$ cat src/rtl/lcs_pkg.sv
package lcs_pkg;

    localparam int LCS_DEPTH = 16;
    localparam int LCS_AW    = 12;
    localparam int LCS_CW    = 12;

    // One stack operation per cycle; push has priority over pop over top rewrite.
    typedef struct packed {
        logic push;
        logic pop;
        logic wr_top;
    } stk_op_t;

    // Which stack supplies the branch target this cycle.
    typedef enum logic [1:0] {
        TGT_NONE = 2'd0,
        TGT_RET  = 2'd1,
        TGT_LOOP = 2'd2
    } tgt_src_e;

    function automatic stk_op_t stk_op_idle();
        stk_op_t op;
        op.push   = 1'b0;
        op.pop    = 1'b0;
        op.wr_top = 1'b0;
        return op;
    endfunction

    function automatic tgt_src_e pick_target(input logic ret_taken, input logic loop_taken);
        if (ret_taken)       return TGT_RET;
        else if (loop_taken) return TGT_LOOP;
        else                 return TGT_NONE;
    endfunction

endpackage

$ cat src/rtl/lcs_stack.sv
module lcs_stack
    import lcs_pkg::*;
#(
    parameter int DEPTH = LCS_DEPTH,
    parameter int W     = 12
) (
    input  logic         clk,
    input  logic         rst,
    input  stk_op_t      op,
    input  logic [W-1:0] wdata,
    output logic [W-1:0] top_data,
    output logic         empty,
    output logic         full
);
    localparam int PW = $clog2(DEPTH);

    logic [PW:0]   fill;
    logic [PW-1:0] top_idx;
    logic [W-1:0]  mem [DEPTH];

    assign empty    = (fill == '0);
    assign full     = (fill == (PW+1)'(DEPTH));
    assign top_idx  = fill[PW-1:0] - 1'b1;
    assign top_data = mem[top_idx];

    always_ff @(posedge clk) begin
        if (rst) begin
            fill <= '0;
        end else if (op.push) begin
            if (!full) fill <= fill + 1'b1;
        end else if (op.pop) begin
            if (!empty) fill <= fill - 1'b1;
        end
    end

    always_ff @(posedge clk) begin
        if (!rst) begin
            if (op.push) begin
                if (!full) mem[fill[PW-1:0]] <= wdata;
            end else if (op.wr_top && !op.pop && !empty) begin
                mem[top_idx] <= wdata;
            end
        end
    end

endmodule

$ cat src/rtl/lcs_call_ctrl.sv
module lcs_call_ctrl
    import lcs_pkg::*;
(
    input  logic    call,
    input  logic    ret,
    input  logic    full,
    input  logic    empty,
    output stk_op_t op,
    output logic    taken,
    output logic    ovf_evt,
    output logic    unf_evt
);
    logic do_ret;

    // Call wins over a simultaneous return.
    assign do_ret = ret && !call;

    always_comb begin
        op      = stk_op_idle();
        op.push = call;
        op.pop  = do_ret;
    end

    assign taken   = do_ret && !empty;
    assign ovf_evt = call && full;
    assign unf_evt = do_ret && empty;

endmodule

$ cat src/rtl/lcs_loop_ctrl.sv
module lcs_loop_ctrl
    import lcs_pkg::*;
#(
    parameter int CW = LCS_CW
) (
    input  logic          lp_begin,
    input  logic          lp_end,
    input  logic [CW-1:0] count_in,
    input  logic [CW-1:0] cnt_top,
    input  logic          empty,
    input  logic          full,
    output stk_op_t       addr_op,
    output stk_op_t       cnt_op,
    output logic [CW-1:0] cnt_wdata,
    output logic          taken,
    output logic          ovf_evt,
    output logic          unf_evt
);
    logic do_end;
    logic cnt_zero;

    // Loop-begin wins over a simultaneous loop-end.
    assign do_end   = lp_end && !lp_begin;
    assign cnt_zero = (cnt_top == '0);

    always_comb begin
        addr_op        = stk_op_idle();
        cnt_op         = stk_op_idle();
        addr_op.push   = lp_begin;
        cnt_op.push    = lp_begin;
        addr_op.pop    = do_end && cnt_zero;
        cnt_op.pop     = do_end && cnt_zero;
        cnt_op.wr_top  = do_end && !cnt_zero;
        cnt_wdata      = lp_begin ? count_in : (cnt_top - 1'b1);
    end

    assign taken   = do_end && !empty && !cnt_zero;
    assign ovf_evt = lp_begin && full;
    assign unf_evt = do_end && empty;

endmodule

$ cat src/rtl/loop_call_stack.sv
module loop_call_stack
    import lcs_pkg::*;
#(
    parameter int DEPTH = LCS_DEPTH,
    parameter int AW    = LCS_AW,
    parameter int CW    = LCS_CW
) (
    input  logic          clk,
    input  logic          rst,
    input  logic          call_i,
    input  logic          ret_i,
    input  logic          loop_begin_i,
    input  logic          loop_end_i,
    input  logic [AW-1:0] next_addr_i,
    input  logic [CW-1:0] loop_count_i,
    output logic [AW-1:0] target_o,
    output logic          taken_o,
    output logic          overflow_o,
    output logic          underflow_o
);
    stk_op_t       rs_op, la_op, lc_op;
    logic [AW-1:0] rs_top, addr_top;
    logic [CW-1:0] cnt_top, cnt_wdata;
    logic          rs_empty, rs_full;
    logic          ls_empty, ls_full;
    logic          lc_empty, lc_full;
    logic          rs_taken, ls_taken;
    logic          rs_ovf, rs_unf, ls_ovf, ls_unf;
    tgt_src_e      tsel;
    logic          ovf_q, unf_q;

    lcs_stack #(.DEPTH(DEPTH), .W(AW)) u_ret_stk (
        .clk(clk), .rst(rst), .op(rs_op), .wdata(next_addr_i),
        .top_data(rs_top), .empty(rs_empty), .full(rs_full)
    );

    lcs_stack #(.DEPTH(DEPTH), .W(AW)) u_addr_stk (
        .clk(clk), .rst(rst), .op(la_op), .wdata(next_addr_i),
        .top_data(addr_top), .empty(ls_empty), .full(ls_full)
    );

    lcs_stack #(.DEPTH(DEPTH), .W(CW)) u_cnt_stk (
        .clk(clk), .rst(rst), .op(lc_op), .wdata(cnt_wdata),
        .top_data(cnt_top), .empty(lc_empty), .full(lc_full)
    );

    lcs_call_ctrl u_call (
        .call(call_i), .ret(ret_i), .full(rs_full), .empty(rs_empty),
        .op(rs_op), .taken(rs_taken), .ovf_evt(rs_ovf), .unf_evt(rs_unf)
    );

    lcs_loop_ctrl #(.CW(CW)) u_loop (
        .lp_begin(loop_begin_i), .lp_end(loop_end_i), .count_in(loop_count_i),
        .cnt_top(cnt_top), .empty(ls_empty || lc_empty), .full(ls_full || lc_full),
        .addr_op(la_op), .cnt_op(lc_op), .cnt_wdata(cnt_wdata),
        .taken(ls_taken), .ovf_evt(ls_ovf), .unf_evt(ls_unf)
    );

    assign tsel = pick_target(rs_taken, ls_taken);

    always_comb begin
        case (tsel)
            TGT_RET:  target_o = rs_top;
            TGT_LOOP: target_o = addr_top;
            default:  target_o = '0;
        endcase
    end

    assign taken_o = (tsel != TGT_NONE);

    always_ff @(posedge clk) begin
        if (rst) begin
            ovf_q <= 1'b0;
            unf_q <= 1'b0;
        end else begin
            if (rs_ovf || ls_ovf) ovf_q <= 1'b1;
            if (rs_unf || ls_unf) unf_q <= 1'b1;
        end
    end

    assign overflow_o  = ovf_q;
    assign underflow_o = unf_q;

endmodule

$ cat config.mk
export PLATFORM = sky130hd
export DESIGN_NAME = loop_call_stack
export DESIGN_NICKNAME = d
export VERILOG_FILES = /design/src/rtl/lcs_pkg.sv /design/src/rtl/lcs_stack.sv /design/src/rtl/lcs_call_ctrl.sv /design/src/rtl/lcs_loop_ctrl.sv /design/src/rtl/loop_call_stack.sv
export SDC_FILE = /design/constraint.sdc
export NUM_CORES = 1
export LEC_CHECK = 0
export ABC_AREA = 1
export BUFFER_PORTS_ARGS = -buffer_cell sky130_fd_sc_hd__buf_4
export CAP_MARGIN = 15
export CORE_UTILIZATION = 56
export CTS_CLUSTER_DIAMETER = 150
export DETAILED_ROUTE_END_ITERATION = 10
export GPL_TIMING_DRIVEN = 0
export PLACE_DENSITY = 0.75
export SLEW_MARGIN = 20
export SYNTH_ARGS = -nofsm -noshare
export SYNTH_HDL_FRONTEND = slang
export SYNTH_HIERARCHICAL = 1
export SYNTH_SLANG_ARGS = --single-unit
$ cat constraint.sdc
create_clock -name clk -period 9.07 [get_ports clk]
set_input_delay 1.814 -clock clk [delete_from_list [all_inputs] [get_ports clk]]
set_output_delay 1.814 -clock clk [all_outputs]
set_load 0.005 [all_outputs]
; After elaboration in Yosys (flattened, before gate mapping)
; Memory sizes are Yosys's and may differ from the RTL's.
; Cells that the tools add are included.
[op_classes]
order_cmp = 0
n_reduce_logical = 35
bitwise_logic = 0
add_sub_neg = 10
mul = 0
div = 0
mux = 35
shifts = 0
eq_ne = 11
[op_table]
columns = op, count
row1 = 5-bit two-way mux, 12
row2 = 12-bit two-way mux, 2
row3 = 12-bit case mux with 2 select lines, 1
row4 = 1-bit two-way mux, 17
row5 = 5-bit by 1-bit adder with 5-bit output (second input constant), 3
row6 = 5-bit == test (second input constant), 3
row7 = 5-bit zero test, 3
row8 = 5-bit by 1-bit subtractor with 5-bit output (second input constant), 3
row9 = 1-bit logical AND, 13
row10 = 12-bit zero test, 1
row11 = 2-bit inequality test (second input constant), 6
row12 = 12-bit OR reduction, 1
row13 = 12-bit by 1-bit subtractor with 12-bit output (second input constant), 1
row14 = 4-bit by 1-bit subtractor with 4-bit output (second input constant), 3
row15 = 3-bit AND reduction, 3
row16 = 1-bit zero test, 7
row17 = 2-bit nonzero test, 3
row18 = 1-bit logical OR, 4
row19 = 2-bit two-way mux, 2
row20 = 4-bit two-way mux, 1
row21 = 2-bit by 1-bit == test with 1-bit output (second input constant), 1
row22 = 2-bit == test (second input constant), 1
[totals]
out_inout_bits = 15
in_bits = 30
ff_bits = 17
latch_bits = 0
mem_bits_ro = 0
wordCells = 99
ramBits = 576
memories = 3
[memory_table]
columns = memory, words, word_bits, rd, rd_clocked_by_memory_dff, wr, line_no
row1 = u_addr_stk.mem, 16, 12, 1, 0, 1, lcs_stack.sv:19  ; logic [W-1:0] mem [DEPTH];
row2 = u_cnt_stk.mem, 16, 12, 1, 0, 1, lcs_stack.sv:19
row3 = u_ret_stk.mem, 16, 12, 1, 0, 1, lcs_stack.sv:19

; Logic depth before layout (Yosys ltp)
; An unclocked memory read counts as a cell.
[depth]
ltp_word = 13
ltp_mapped = 27

; Cells and area by module
; The synthesis kept the hierarchy.
[by_module_without_submodules]
columns = mod, instances, area_per_inst_um2, seq_area_each_um2, cells_each
row1 = lcs_stack, 3, 8229.1, 5865.6, 701
row2 = lcs_loop_ctrl, 1, 551.8, 0.0, 109
row3 = loop_call_stack, 1, 245.2, 40.0, 51
row4 = lcs_call_ctrl, 1, 58.8, 0.0, 12

; Worst setup path after synthesis
; OpenSTA, ideal clock, no wires.
[synth_path]
path_type = reg2out
from = register u_cnt_stk.fill[0]
to = output port target_o[0]
path_buffers = 5
arrival_ns = 2.806
path_slack_ns = 4.450
stages_incl_launch_ff = 21
cell_sequence = dfxtp_1 > inv_2 > buf_4 > buf_2 > ha_1 > buf_2 > clkbuf_1 > o21ai_0 > o211ai_1 > nand3_1 > nand2_1 > inv_1 > ha_1 > nand2_1 > nor3_2 > nor3_1 > inv_1 > nor2_2 > buf_6 > nand2_1 > nand2_1
[synth_via]
elab_chain_len = 9
elab_cells_between_ends = 14
cone_classes = 1 x add/sub / 2 x eq/ne / 3 x mux / 7 x reduce/logical / 1 x memory
[synth_lines]
columns = element, line_no
row1 = start: declaration, lcs_stack.sv:17  ; logic [PW:0] fill;
row2 = start signal: assignment, lcs_stack.sv:30  ; if (!full) fill <= fill + 1'b1;
row3 = start signal: assignment, lcs_stack.sv:32  ; if (!empty) fill <= fill - 1'b1;
row4 = 4-bit by 1-bit subtractor with 4-bit output (*), lcs_stack.sv:23  ; assign top_idx = fill[PW-1:0] - 1'b1;
row5 = via u_cnt_stk.top_idx[0], lcs_stack.sv:18  ; logic [PW-1:0] top_idx;
row6 = memory read 16 x 12 bit (*), -
row7 = via cnt_top[1], loop_call_stack.sv:23  ; logic [CW-1:0] cnt_top, cnt_wdata;
row8 = 12-bit zero test (*), lcs_loop_ctrl.sv:24  ; assign cnt_zero = (cnt_top == '0);
row9 = 1-bit zero test (*), lcs_loop_ctrl.sv:37  ; assign taken = do_end && !empty && !cnt_zero;
row10 = 1-bit logical AND (*), lcs_loop_ctrl.sv:37
row11 = via ls_taken, loop_call_stack.sv:27  ; logic rs_taken, ls_taken;
row12 = 2-bit two-way mux (*), lcs_pkg.sv:31  ; else if (loop_taken) return TGT_LOOP;
row13 = 2-bit two-way mux (*), lcs_pkg.sv:30  ; if (ret_taken) return TGT_RET;
row14 = 2-bit == test or 2-bit by 1-bit == test with 1-bit output (tied branches), loop_call_stack.sv:62  ; case (tsel)
row15 = 12-bit case mux with 2 select lines (*), loop_call_stack.sv:62
row16 = end: declaration, loop_call_stack.sv:16  ; output logic [AW-1:0] target_o,
; The timed path passes the listed nets; every way through them passes the cells marked *.

; Worst setup path in the final report
; Ends and elaborated chain as after synthesis.

==> flow_summary_export.csv <==
group,metric,value,unit
run_status,status,"complete, no violations",
placement,port_buffers,44,
setup_path,r2r_end,"u_cnt_stk/mem[0][7]",
drt,dr_total_vias,18140,
pwr,p_total,7998,uW
flow_run,drv_cap,0,
pwr,powerDensity,279.3,nW/um^2
pwr,max-vdd-ir-drop,205.6,uV
die,die_h,215.6,um
setup_path,crit_arrival,5.15,ns
cts,cts_repair_resize_count,0,
cts,clk_pin_slew,0.06,ns
setup_path,reg2reg_slack,2.97,ns
die,core.rowCount,77,
drt,post_drt_wl_per_cell,22.10,um
global_routing,grt_pass1_vias,17590,
cts,clockBufferDepth,3,
final_layout,area_delta_synth_final,12.11,%
logic_synthesis,syn_area_per_cell,11.23,sq um
logic_synthesis,synth_top_area_cell,"edfxtp_1",
cts,htree_levels,2,
setup_path,rr_worst_depth,25,
drt,ant_nets,0,
sta,period_share,76.73,%
logic_synthesis,async_reset_ff_share,0,%
setup_path,cp_slowest_cell,"nor3_1",
min_path,min_path_type,"reg2reg",
sta,report.final.slew_viol_count,0,
min_path,holdPathStages,2,
global_routing,antenna_found_initial,0,
logic_synthesis,synthTopCellsByCount,"606 x nor2_1, 576 x edfxtp_1, 305 x o21ai_0",
final_layout,fillers,3349,
logic_synthesis,synth_edf_count,576,
global_routing,grtUsageTotal,28.66,%
drt,wl,66790,um
min_path,holdPathEnd,"underflow_o",
global_routing,grt_max_degree,33,
die,io_pins,45,
drt,drc_errors,0,
drt,vias_per_cell,6.001,
final_layout,multi_input_area,7062,sq um
placement,place_congestion,0.9421,
final_layout,finalNetCount,2433,
sta,timing.fmax,143.7,MHz
sta,hold_violations,0,
drt,first_iter_violations,2212,
sta,setup_tns,0,ns
min_path,holdCritStartpoint,"underflow_o",
die,die-width,215.6,um
setup_path,cp.required,7.26,ns
cts,post_cts_buffers,0,
logic_synthesis,netlist_area,25540,sq um
final_layout,seq_area,17640,sq um
die,die_area,46470,sq um
drt,first_pass_iters,6,
logic_synthesis,ys_seq_area_share,69.05,%
cts,clock-root-buffer,"clkbuf_16",
sta,rsz0062_at_grt,"no",
logic_synthesis,synthCells,2275,
sta,report.final.setup_viol,0,
sta,tightestPinTransition,1.201,ns
global_routing,overflow,0,
setup_path,crit_path_start_kind,"flop",
cts,clock_latency,0.64,ns
cts,postCtsHoldBufs,0,
cts,cts_tree,"done",
setup_path,max_stage_delay,0.51,ns
pwr,p_leak,0.01018,uW
logic_synthesis,ys_ff_latch,593,
die,start_util,57.26,%
setup_path,cp-end-kind,"output pin",
sta,fin_skew,0.04356,ns
placement,dp_hpwl,43390,um
die,core_area,44610,sq um
cts,numCtsBuffers,57,
setup_path,path_cells,"inv_2, buf_4, buf_2, ha_1, buf_2, clkbuf_1, o21ai_0, o211ai_1, nand3_1, nand2_1, inv_1, ha_1, nand2_1, nor3_2, nor3_1, inv_1, nor2_2, buf_6, nand2_1, nand2_1, buf_4",
sta,period_minus_slack,6.959,ns
global_routing,grt_pass1_wl,100000,um
setup_path,crit_type,"reg2out",
cts,cts_sinks,593,
setup_path,crit_path_frequent_cell,"nand2_1",
setup_path,path_max_fanout,11,
logic_synthesis,ys_types,35,
final_layout,diodes,0,
logic_synthesis,synth_top_area_share,67.71,%
logic_synthesis,syn-num-nets,2325,
logic_synthesis,yosys_warnings,6,
sta,relSlewSlack,19.65,%
logic_synthesis,synth_area_leaders,"edfxtp_1 68%, nor2_1 8.9%, o21ai_0 6.0%",
logic_synthesis,yosysMostFrequentCell,"nor2_1",
final_layout,drive_gt1_share,13.50,%
logic_synthesis,ys.flop_type,"edfxtp_1",
setup_path,timing.rr.start,"u_cnt_stk/fill[0]",
## area by class of cell
type,instances,share of cell area (%)
flip-flops and latches,593,61.59
well taps,592,2.587
clock buffers,71,5.234
plain buffers,128,2.294
multi-input cells,1479,24.66
repair buffers,49,1.337
inverters,75,0.9830
clock inverters,35,1.319
## worst max-delay path by stage
stage	from	end	slack (ns)	cells after the start
floorplan	u_cnt_stk/fill[0]	target_o[0]	4.45	20
global placement	u_cnt_stk/fill[0]	target_o[0]	3.04	21
detailed placement	u_cnt_stk/fill[0]	target_o[3]	2.97	21
CTS	u_cnt_stk/fill[0]	target_o[3]	2.25	21
global route	u_cnt_stk/fill[0]	target_o[10]	1.99	21
finish	u_cnt_stk/fill[0]	target_o[0]	2.11	21
## state kept, by name, indices dropped and copies added (netlist names)
name / cells
u_ret_stk/mem: 192
u_addr_stk/mem: 192
u_cnt_stk/fill: 5
u_ret_stk/fill: 5
u_addr_stk/fill: 5
underflow_o: 1
u_cnt_stk/mem: 192
overflow_o: 1
## critical path, delay by kind of cell, from the launching register on
family | cells | cell delay (ns)
compound gates | 2 | 0.43
fa+ha+maj | 2 | 0.58
buf+inv | 9 | 1.66
flops | 1 | 0.41
simple gates | 8 | 1.46
## cell usage in the layout, fill, tap and decap left out, drive strengths merged
cell type | synthesis | routed
nand4 | 1 | 1
nor3 | 2 | 2
clkinv | 0 | 25
buf | 94 | 143
nor4 | 1 | 1
nand2 | 220 | 220
dfxtp | 17 | 17
nand3 | 190 | 190
inv | 75 | 75
xor2 | 9 | 9
conb | 2 | 2
fa | 3 | 3
xnor2 | 3 | 3
bufinv | 0 | 7
nor2 | 621 | 621
o211ai | 75 | 75
o21ai | 317 | 317
ha | 17 | 17
a31oi | 1 | 1
edfxtp | 576 | 576
or2 | 4 | 4
clkbuf | 34 | 105
a21oi | 13 | 13
clkinvlp | 0 | 3
## cells by family after synthesis
family	count (synthesis)	share of synthesized area [%]
buf+inv	203	3.674
flops	593	69.05
other cells	2	0.02940
simple gates	1039	16.94
compound gates	406	8.827
xor+xnor	12	0.4115
fa+ha+maj	20	1.068
## through the flow
stage               setup slack [ns]  hold slack [ns]  cells  instance area (sq um)  utilization, %
finish                         2.111           0.4535   3022                  28640           64.20
floorplan                      4.450           0.4405   2275                  25540               -
global placement               3.042           0.4472   2911                  26610           59.66
CTS                            2.245           0.4552   3022                  28570           64.05
global route                   1.991           0.4722   3022                  28640           64.20
detailed placement             2.973           0.4458   2916                  26690           59.84
## where the power goes
part / switching, uW / internal [uW]
clock: 1010 / 1370
combinational: 1700 / 661
sequential: 47.0 / 3210
## metal layers
layer	routed length [um]	global-route usage [%]	share of wire [%]	up-vias
met2	31910	46.80	48	1009
met1	25310	37.83	38	8737
met4	3071	13.19	4.6	0
li1	-	-	-	8204
met5	0	0	0	-
met3	6506	4.778	9.7	185
No activity file was read; power rests on OpenSTA's default activity.
